File: src/rtl/sram_ctrl_pkg.sv
// Package: shared state encoding and constant helpers for the SRAM bus
// controller. Assumes nothing beyond IEEE 1800-2017 constant functions.
package sram_ctrl_pkg;

    // Phases of one memory transaction, in the order they are visited.
    typedef enum logic [2:0] {
        ST_IDLE     = 3'd0,
        ST_ADDR     = 3'd1,
        ST_STROBE   = 3'd2,
        ST_CAPTURE  = 3'd3,
        ST_HOLD     = 3'd4,
        ST_RECOVER  = 3'd5
    } ctrl_state_e;

    // Larger of two integers, usable in localparam expressions.
    function automatic int imax(input int a, input int b);
        return (a > b) ? a : b;
    endfunction

endpackage

File: src/rtl/sram_phase_timer.sv
// Module: down-counting phase timer.
// Loads a value, counts down to zero and holds there. A value of N-1
// therefore gives a phase of N clocks. Assumes load has priority over counting.
module sram_phase_timer #(
    parameter int CNT_W = 5
) (
    input  logic             clk,
    input  logic             rst_n,
    input  logic             load,
    input  logic [CNT_W-1:0] load_val,
    output logic             zero
);

    logic [CNT_W-1:0] cnt_q;

    // Count register: load on request, else decrement until zero.
    always_ff @(posedge clk) begin
        if (!rst_n) begin
            cnt_q <= '0;
        end else if (load) begin
            cnt_q <= load_val;
        end else if (cnt_q != '0) begin
            cnt_q <= cnt_q - 1'b1;
        end
    end

    assign zero = (cnt_q == '0);

endmodule

File: src/rtl/sram_seq_fsm.sv
// Module: transaction sequencer.
// Walks IDLE -> ADDR -> STROBE -> (CAPTURE | HOLD) -> RECOVER -> IDLE.
// Each timed phase lasts a parameter number of clocks, measured by the
// phase timer. Strobes and driver enable are decoded from the registered
// state only, so they change exactly at clock edges.
// Assumes every timing parameter is at least 1.
module sram_seq_fsm
    import sram_ctrl_pkg::*;
#(
    parameter int ADDR_SETUP = 1,
    parameter int RD_ACCESS  = 20,
    parameter int RD_CYCLE   = 30,
    parameter int WR_SETUP   = 2,
    parameter int WR_HOLD    = 1,
    parameter int TURN_CYC   = 2
) (
    input  logic clk,
    input  logic rst_n,
    input  logic req,
    input  logic req_we,
    output logic accept,
    output logic capture,
    output logic ready,
    output logic done,
    output logic cs_n,
    output logic we_n,
    output logic dq_oe
);

    // Padding after a read so that the whole read cycle spans RD_CYCLE clocks.
    localparam int RD_PAD = imax(1, RD_CYCLE - ADDR_SETUP - RD_ACCESS - 1);
    localparam int MAX_PH = imax(imax(imax(ADDR_SETUP, RD_ACCESS), imax(RD_PAD, WR_SETUP)),
                                 imax(WR_HOLD, TURN_CYC));
    localparam int CNT_W  = $clog2(MAX_PH + 1);

    ctrl_state_e      st_q, st_nxt;
    logic             is_wr_q;
    logic             done_set;
    logic             tmr_load;
    logic [CNT_W-1:0] tmr_val;
    logic             tmr_zero;

    sram_phase_timer #(.CNT_W(CNT_W)) u_timer (
        .clk      (clk),
        .rst_n    (rst_n),
        .load     (tmr_load),
        .load_val (tmr_val),
        .zero     (tmr_zero)
    );

    // Next-state logic and timer loads for each phase boundary.
    always_comb begin
        st_nxt   = st_q;
        tmr_load = 1'b0;
        tmr_val  = '0;
        accept   = 1'b0;
        capture  = 1'b0;
        done_set = 1'b0;
        case (st_q)
            ST_IDLE: begin
                if (req) begin
                    st_nxt   = ST_ADDR;
                    accept   = 1'b1;
                    tmr_load = 1'b1;
                    tmr_val  = CNT_W'(ADDR_SETUP - 1);
                end
            end
            ST_ADDR: begin
                if (tmr_zero) begin
                    st_nxt   = ST_STROBE;
                    tmr_load = 1'b1;
                    tmr_val  = is_wr_q ? CNT_W'(WR_SETUP - 1) : CNT_W'(RD_ACCESS - 1);
                end
            end
            ST_STROBE: begin
                if (tmr_zero) begin
                    if (is_wr_q) begin
                        st_nxt   = ST_HOLD;
                        tmr_load = 1'b1;
                        tmr_val  = CNT_W'(WR_HOLD - 1);
                    end else begin
                        st_nxt   = ST_CAPTURE;
                        capture  = 1'b1;
                        done_set = 1'b1;
                    end
                end
            end
            ST_CAPTURE: begin
                st_nxt   = ST_RECOVER;
                tmr_load = 1'b1;
                tmr_val  = CNT_W'(RD_PAD - 1);
            end
            ST_HOLD: begin
                if (tmr_zero) begin
                    st_nxt   = ST_RECOVER;
                    tmr_load = 1'b1;
                    tmr_val  = CNT_W'(TURN_CYC - 1);
                    done_set = 1'b1;
                end
            end
            ST_RECOVER: begin
                if (tmr_zero) begin
                    st_nxt = ST_IDLE;
                end
            end
            default: begin
                st_nxt = ST_IDLE;
            end
        endcase
    end

    // State register.
    always_ff @(posedge clk) begin
        if (!rst_n) begin
            st_q <= ST_IDLE;
        end else begin
            st_q <= st_nxt;
        end
    end

    // Direction of the current transaction, fixed at acceptance.
    always_ff @(posedge clk) begin
        if (!rst_n) begin
            is_wr_q <= 1'b0;
        end else if (accept) begin
            is_wr_q <= req_we;
        end
    end

    // Completion pulse, one clock wide.
    always_ff @(posedge clk) begin
        if (!rst_n) begin
            done <= 1'b0;
        end else begin
            done <= done_set;
        end
    end

    // Strobe and driver decode from the registered state.
    always_comb begin
        ready = (st_q == ST_IDLE);
        cs_n  = (st_q != ST_STROBE);
        we_n  = !((st_q == ST_STROBE) && is_wr_q);
        dq_oe = is_wr_q && ((st_q == ST_ADDR) || (st_q == ST_STROBE) || (st_q == ST_HOLD));
    end

endmodule

File: src/rtl/sram_lane_io.sv
// Module: per-device data lanes.
// Splits the write word into one nibble per device and reassembles the read
// word from the nibbles on the bus. Lane k covers bits
// [k*LANE_W +: LANE_W]. The read register of each lane loads only on capture.
module sram_lane_io #(
    parameter int LANES  = 2,
    parameter int LANE_W = 4
) (
    input  logic                    clk,
    input  logic                    rst_n,
    input  logic                    capture,
    input  logic [LANES*LANE_W-1:0] wword,
    input  logic [LANES*LANE_W-1:0] bus_in,
    output logic [LANES*LANE_W-1:0] bus_out,
    output logic [LANES*LANE_W-1:0] rword
);

    for (genvar k = 0; k < LANES; k++) begin : g_lane
        logic [LANE_W-1:0] nib_q;

        // Drive this device's nibble of the write word.
        assign bus_out[k*LANE_W +: LANE_W] = wword[k*LANE_W +: LANE_W];

        // Capture this device's nibble at the end of the access window.
        always_ff @(posedge clk) begin
            if (!rst_n) begin
                nib_q <= '0;
            end else if (capture) begin
                nib_q <= bus_in[k*LANE_W +: LANE_W];
            end
        end

        assign rword[k*LANE_W +: LANE_W] = nib_q;
    end

endmodule

File: src/rtl/sram_bus_ctrl.sv
// Module: top of the asynchronous SRAM bus controller.
// Latches one request, sequences the strobes of a bank of LANES devices
// with LANE_W bits each, and returns read data with a done pulse.
// Assumes the bank is asynchronous and that all timing limits have been
// converted to clock counts of at least 1.
module sram_bus_ctrl #(
    parameter int ADDR_W     = 10,
    parameter int LANES      = 2,
    parameter int LANE_W     = 4,
    parameter int ADDR_SETUP = 1,
    parameter int RD_ACCESS  = 20,
    parameter int RD_CYCLE   = 30,
    parameter int WR_SETUP   = 2,
    parameter int WR_HOLD    = 1,
    parameter int TURN_CYC   = 2,
    localparam int DATA_W    = LANES * LANE_W
) (
    input  logic              clk,
    input  logic              rst_n,
    input  logic              req,
    input  logic              req_we,
    input  logic [ADDR_W-1:0] req_addr,
    input  logic [DATA_W-1:0] req_wdata,
    output logic              ready,
    output logic              done,
    output logic [DATA_W-1:0] rdata,
    output logic [ADDR_W-1:0] mem_addr,
    output logic              mem_cs_n,
    output logic              mem_we_n,
    output logic [DATA_W-1:0] mem_dq_o,
    output logic              mem_dq_oe,
    input  logic [DATA_W-1:0] mem_dq_i
);

    logic              accept;
    logic              capture;
    logic [ADDR_W-1:0] addr_q;
    logic [DATA_W-1:0] wdata_q;

    // Request latch: address and write word held for the whole transaction.
    always_ff @(posedge clk) begin
        if (!rst_n) begin
            addr_q  <= '0;
            wdata_q <= '0;
        end else if (accept) begin
            addr_q  <= req_addr;
            wdata_q <= req_wdata;
        end
    end

    assign mem_addr = addr_q;

    sram_seq_fsm #(
        .ADDR_SETUP (ADDR_SETUP),
        .RD_ACCESS  (RD_ACCESS),
        .RD_CYCLE   (RD_CYCLE),
        .WR_SETUP   (WR_SETUP),
        .WR_HOLD    (WR_HOLD),
        .TURN_CYC   (TURN_CYC)
    ) u_fsm (
        .clk     (clk),
        .rst_n   (rst_n),
        .req     (req),
        .req_we  (req_we),
        .accept  (accept),
        .capture (capture),
        .ready   (ready),
        .done    (done),
        .cs_n    (mem_cs_n),
        .we_n    (mem_we_n),
        .dq_oe   (mem_dq_oe)
    );

    sram_lane_io #(
        .LANES  (LANES),
        .LANE_W (LANE_W)
    ) u_lanes (
        .clk     (clk),
        .rst_n   (rst_n),
        .capture (capture),
        .wword   (wdata_q),
        .bus_in  (mem_dq_i),
        .bus_out (mem_dq_o),
        .rword   (rdata)
    );

endmodule

File: config.mk
export PLATFORM = sky130hd
export DESIGN_NAME = sram_bus_ctrl
export DESIGN_NICKNAME = d
export VERILOG_FILES = /design/src/rtl/sram_ctrl_pkg.sv /design/src/rtl/sram_phase_timer.sv /design/src/rtl/sram_seq_fsm.sv /design/src/rtl/sram_lane_io.sv /design/src/rtl/sram_bus_ctrl.sv
export SDC_FILE = /design/constraint.sdc
export NUM_CORES = 1
export LEC_CHECK = 0
export BUFFER_PORTS_ARGS = -buffer_cell sky130_fd_sc_hd__buf_2
export CAP_MARGIN = 20
export CELL_PAD_IN_SITES_DETAIL_PLACEMENT = 1
export CELL_PAD_IN_SITES_GLOBAL_PLACEMENT = 1
export CORE_ASPECT_RATIO = 0.6
export CORE_MARGIN = 10
export CORE_UTILIZATION = 31
export CTS_CLUSTER_SIZE = 14
export DETAILED_ROUTE_END_ITERATION = 10
export MAX_ROUTING_LAYER = met4
export PLACE_DENSITY_LB_ADDON = 0.25
export SYNTH_ARGS = -nofsm -noshare
export SYNTH_HDL_FRONTEND = slang
export SYNTH_SLANG_ARGS = --single-unit
File: constraint.sdc
create_clock -name clk -period 1.8 [get_ports clk]
set_input_delay 0.54 -clock clk [delete_from_list [all_inputs] [get_ports clk]]
set_output_delay 0.54 -clock clk [all_outputs]
set_load 0.005 [all_outputs]
# Word level (Yosys, flattened, before mapping)

Cells that the tools add are included.

Register bits after elaboration: 36
Bits in latches: 0
Memory bits (writable): 0
Bits in read-only memories: 0
Output and inout bits: 31
Logic and storage cells: 54
Memories: 0

Add/sub/neg operators: 1
$mul: 0
Divide/modulo/power cells: 0
Order comparisons: 0
Equality and inequality tests: 11
Shift-type cells: 0
Muxes and demuxes: 23
Bitwise operators: 0
Reductions and logical operators: 11

Operators with widths:

| operator                                                                 | count |
|---|---|
| 5-bit 2-to-1 mux                                                         | 4 |
| 3-bit 2-to-1 mux                                                         | 6 |
| 3-bit one-hot mux with 6 select lines                                    | 1 |
| 5-bit one-hot mux with 3 select lines                                    | 1 |
| 1-bit 2-to-1 mux                                                         | 9 |
| 2-bit by 1-bit inequality test with 1-bit output (second input constant) | 4 |
| 3-bit by 2-bit equality test with 1-bit output (second input constant)   | 2 |
| 3-bit equality test (second input constant)                              | 2 |
| 5-bit zero test                                                          | 1 |
| 5-bit AND reduction                                                      | 1 |
| 5-bit nonzero test                                                       | 1 |
| 5-bit by 1-bit subtractor with 5-bit output (second input constant)      | 1 |
| 1-bit one-hot mux with 4 select lines                                    | 1 |
| 3-bit by 1-bit equality test with 1-bit output (second input constant)   | 1 |
| 3-bit zero test                                                          | 1 |
| 3-bit by 2-bit inequality test with 1-bit output (second input constant) | 1 |
| 1-bit logical AND                                                        | 2 |
| 1-bit logical OR                                                         | 2 |
| 2-bit inequality test (second input constant)                            | 1 |
| 1-bit one-hot mux with 2 select lines                                    | 1 |
| 2-bit nonzero test                                                       | 1 |
| 2-bit OR reduction                                                       | 1 |
| 1-bit zero test                                                          | 1 |

# Depth between registers and ports, before layout

Word-level depth: 4
Depth in mapped cells: 8
Depth with buffers taken out: 7

# Cells and area by module

Synthesis repeated with hierarchy kept, for this count alone.

Cell total of the unflattened synthesis: 176
Area, all modules: 1740.4 sq um

By module, submodules not included:

| module           | instances | cells an instance | area each (sq um) | seq. area each (sq um) |
|---|---|---|---|---|
| sram_bus_ctrl    | 1         | 57                | 688.2             | 360.3 |
| sram_seq_fsm     | 1         | 52                | 390.4             | 100.1 |
| sram_lane_io     | 1         | 33                | 361.6             | 160.2 |
| sram_phase_timer | 1         | 34                | 300.3             | 100.1 |

# Worst setup path after synthesis

Ideal clock, no wire load.

Kind: flip-flop to flip-flop
Start point: register u_fsm.u_timer.cnt_q[0]
End point: register u_lanes.g_lane[0].nib_q[0]
Library setup time: 0.116 ns
Arrival time: 1.817 ns
Required time: 1.684 ns
Setup slack: -0.133 ns
Cell stages (with the launch flop): 8
Buffers on the path: 1
Period minus slack after synthesis: 1.933 ns
Cells stage by stage: dfxtp_1 > inv_1 > ha_1 > or4b_4 > buf_6 > nor3_4 > mux2i_1 > nor2b_1

Longest elaborated chain between the ends: 3

Ends and longest elaborated chain:

| item                     | line                   | RTL |
|---|---|---|
| start: declaration       | sram_phase_timer.sv:14 | `logic [CNT_W-1:0] cnt_q;` |
| start signal: assignment | sram_phase_timer.sv:21 | `cnt_q <= load_val;` |
| start signal: assignment | sram_phase_timer.sv:23 | `cnt_q <= cnt_q - 1'b1;` |
| 5-bit zero test          | sram_phase_timer.sv:27 | `assign zero = (cnt_q == '0);` |
| 1-bit 2-to-1 mux         | sram_seq_fsm.sv:76     | `if (tmr_zero) begin` |
| 1-bit 2-to-1 mux         | sram_seq_fsm.sv:59     | `case (st_q)` |
| end signal: assignment   | sram_lane_io.sv:29     | `nib_q <= bus_in[k*LANE_W +: LANE_W];` |
| end: declaration         | sram_lane_io.sv:19     | `logic [LANE_W-1:0] nib_q;` |

Every way passes these cells.
A chain may end at the register's enable or synchronous reset.

# Worst setup path in the final report

Ends and elaborated chain as after synthesis.

==> qor.log <==
[timing] ratio of final minimum period to clock period 0.997
[floorplan] Top Ports 61
[cts] Inserted Clock Buffers 5
[worst_setup_path] cells along the critical path inv_2 > ha_4 > or4b_4 > nor3_4 > buf_12 > mux2i_1 > nor2b_1
[worst_setup_path] worst reg2reg setup slack 0.006 ns
[yosys] sequential cell area fraction in the yosys report 0.442
[global_route] GRT overflow 0
[timing] slack of the critical path 0.00599 ns
[outcome] status finished clean
[timing] Final Hold Violating Endpoints 0
[worst_setup_path] cell count of the worst reg-to-reg path 7
[detailed_routing] number of iterations in the first detailed-routing pass 4
[yosys] Mapped Area 1630 um^2
[global_route] vias in the first global route 1585
[yosys] Post-Synthesis Net Count 224
[place] worst slack, placed -0.0196 ns
[power_and_ir_drop] leakage component of the power 0.000988 uW
[detailed_routing] Detailed Route Iter0 Violations 50
[detailed_routing] WL met1 2.69 mm
[layout] synthesis-to-layout area growth 41.1%
[cts] clock edge transition at the registers on the reported setup and hold paths 0.08 ns
[yosys] Mean Syn Cell Area 8.44 um^2
[detailed_routing] detailed-route wire length per cell 15.2 um
[layout] fraction of final layout cells with drive strength greater than 1 0.389
[worst_setup_path] CP max FO 8
[timing] RSZ-0062 raised after global routing true
[floorplan] die height 76.2 um
[worst_setup_path] Max stage delay cell, worst path sky130_fd_sc_hd__or4b_4
[worst_setup_path] kind of end point of the critical path register
[layout] antenna cells 0
[cts] clock latency at the later pin of the worst-skew pair 0.29 ns
[worst_setup_path] Reg-to-Reg End u_lanes.g_lane[0].nib_q[0]
[detailed_routing] wirelength, routed 5.10 mm
[floorplan] width of the die 114 um
[yosys] cell taking the most area after synthesis sky130_fd_sc_hd__dfxtp_1
[yosys] count of yosys warnings during synthesis 0
[power_and_ir_drop] Worst VDD drop 479 uV
[cts] hold bufs inserted after CTS 0
[detailed_routing] remaining design rule violation count 0
[global_route] first-pass GRT wire length 8.08 mm
[yosys] Seq cells post-synth 36
[worst_setup_path] arrival time of the worst setup path 1.97 ns
[worst_hold_path] hold crit path type reg2reg
[timing] Final Setup Violations 0
[cts] clock tree buffer depth 2
[layout] commonest non-fill, non-tap cell in the layout sky130_fd_sc_hd__buf_2
[layout] NumNets Final 300
[floorplan] # rows 20
[cts] Sink Count 36
[global_route] Total Routing Usage GR 0.116
[cts] TritonCTS clock tree done
[layout] total of fill cells in the finished design 624
[detailed_routing] met3 wire length 311 um
[yosys] Synth top area share 0.442
[worst_setup_path] data required time at the worst endpoint 1.98 ns
[floorplan] die outline area 8650 um^2
[yosys] cell types with the largest area share after synthesis sky130_fd_sc_hd__dfxtp_1 44%, sky130_fd_sc_hd__nand2_1 12%, sky130_fd_sc_hd__a21boi_0 9.2%
[yosys] instance count of the mapped netlist 193
[cts] cell chosen for the clock root sky130_fd_sc_hd__clkbuf_8
[worst_hold_path] source of the worst hold timing path mem_addr[4]
[timing] post-route clock skew 0.00551 ns
[detailed_routing] number of nets still failing antenna checks after routing 0
[worst_setup_path] Critical Path Start Type register
[worst_setup_path] critical path's largest stage delay 0.52 ns
[yosys] Yosys cell types 34
[timing] slew of the pin with the lowest slew margin 0.570 ns
[floorplan] area of the core region 5080 um^2
[timing] Highest Clock Rate 557 MHz
[yosys] number of enable-type register cells in the synthesized netlist 0
[yosys] fraction of synthesis flops using an asynchronous set or reset pin 0
[worst_setup_path] Worst R2R Start u_fsm.u_timer.cnt_q[0]
[place] routability-driven placement congestion ratio 0.787
[timing] count of pins over their slew limit 0
[detailed_routing] met2 WL post-DR 2.05 mm
[detailed_routing] Vias 1565
[layout] commonest cells after routing, fill and taps aside 60 x sky130_fd_sc_hd__buf_2, 50 x sky130_fd_sc_hd__nand2_1, 33 x sky130_fd_sc_hd__dfxtp_1
[global_route] number of antenna violations at the first check in global routing 0
[detailed_routing] routed via count divided by cell count 4.66
[worst_setup_path] category of the critical setup timing path reg2reg
[detailed_routing] uppermost signal routing layer after detailed routing met4
[place] estimated wirelength of the detail-placed design 3.73 mm
[floorplan] starting density of the core 0.321
[timing] shortest period the worst path allows 1.79 ns
[worst_hold_path] worst hold stages 2
[place] number of I/O port buffers 60
[cts] number of levels the H-tree was split into 2
[yosys] Post-synth top flop sky130_fd_sc_hd__dfxtp_1
[run] number of max-cap violations 0
[power_and_ir_drop] post-layout total power 3440 uW
[timing] max-slew headroom at the worst pin 0.620
[power_and_ir_drop] Power per Cell Area 1500 nW/um^2
[worst_hold_path] destination of the worst hold path mem_addr[4]
[global_route] largest net degree at the start of global routing 37
-- what timing repair did --
item                                    in CTS  in global routing
pin swaps                                    0                  5
gates resized for setup                      4                 10
endpoints found under the setup margin      12                 16
setup buffers                                3                  5
-- state kept, by name (all words and copies together), names as in the netlist --
register and count:
mem_addr 10, u_fsm.done 1, u_fsm.is_wr_q 1, u_fsm.st_q 3
u_fsm.u_timer.cnt_q 5, u_lanes.g_lane.nib_q 8, wdata_q 8
-- layout make-up --
class / count / area (um^2) / area share
clock buffers: 7 / 86.3 / 0.0376
well taps: 66 / 82.6 / 0.0359
multi-input cells: 140 / 890 / 0.387
flip-flops and latches: 36 / 729 / 0.317
inverters: 4 / 15.0 / 0.00653
clock inverters: 1 / 7.51 / 0.00327
repair buffers: 82 / 488 / 0.212
-- per-layer routing --
| layer | GRT usage | vias up |
|---|---|---|
| li1 | - | 802 |
| met1 | 0.161 | 720 |
| met2 | 0.151 | 39 |
| met3 | 0.0448 | 4 |
| met4 | 0.0303 | 0 |
| met5 | - | - |
-- Yosys cell counts, drive strengths merged, types with 3 or more instances --
master,instances
nand2b,3
nand2,50
nor2b,10
dfxtp,36
inv,4
mux2i,8
nor2,7
nor3,7
o21ai,6
a21boi,20
a21oi,5
clkbuf,11
-- report_power, final --
group / switching (uW) / internal [uW] / total (uW) / leakage (uW)
sequential: 126 / 966 / 1090 / 0.000296
clock: 296 / 311 / 607 / 0.0000445
combinational: 895 / 843 / 1740 / 0.000648
total: 1320 / 2120 / 3440 / 0.000988
-- per-stage QoR --
| stage | cells | hold slack, ns | cell area [um^2] | TNS [ns] | utilization |
|---|---|---|---|---|---|
| after global routing | 336 | 0.490 | 2300 | -0.573 | 0.452 |
| after CTS | 331 | 0.468 | 2220 | -0.00372 | 0.438 |
| after global placement | 320 | 0.452 | 2100 | 0 | 0.413 |
| after floorplan | 193 | 0.460 | 1640 | -0.730 | - |
| after detailed placement | 320 | 0.458 | 2100 | -0.0428 | 0.413 |
| final | 336 | 0.463 | 2300 | 0 | 0.452 |
-- worst max-delay path, delay by kind of cell, from the launching register on --
| family | cells | cell delay [ns] |
|---|---|---|
| flip-flops | 1 | 0.33 |
| AND/OR/NAND/NOR | 3 | 0.81 |
| adder cells (fa/ha/maj) | 1 | 0.13 |
| buffers and inverters | 2 | 0.23 |
| multiplexers | 1 | 0.19 |
-- worst max path at each step --
stage,end,slack [ns],startpoint
3_3_place_gp,u_lanes.g_lane[1].nib_q[3],0.03,u_fsm.u_timer.cnt_q[0]
4_1_cts,mem_dq_oe,-0.004,u_fsm.st_q[0]
2_1_floorplan,u_lanes.g_lane[0].nib_q[0],-0.09,u_fsm.u_timer.cnt_q[0]
3_5_place_dp,u_lanes.g_lane[0].nib_q[0],-0.02,u_fsm.u_timer.cnt_q[0]
6_report,u_lanes.g_lane[0].nib_q[0],0.006,u_fsm.u_timer.cnt_q[0]
5_1_grt,u_lanes.g_lane[0].nib_q[0],-0.09,u_fsm.u_timer.cnt_q[0]
-- logic make-up (layout without fill, tap and decap cells) --
group | Yosys count | after routing | synth area share
simple gates | 87 | 87 | 0.257
flops | 36 | 36 | 0.442
mux | 8 | 8 | 0.0492
buf+inv | 17 | 94 | 0.0445
fa+ha+maj | 1 | 1 | 0.00768
compound gates | 42 | 42 | 0.189
xor+xnor | 2 | 2 | 0.0108
Note: power is estimated with default switching activity, not from simulation.
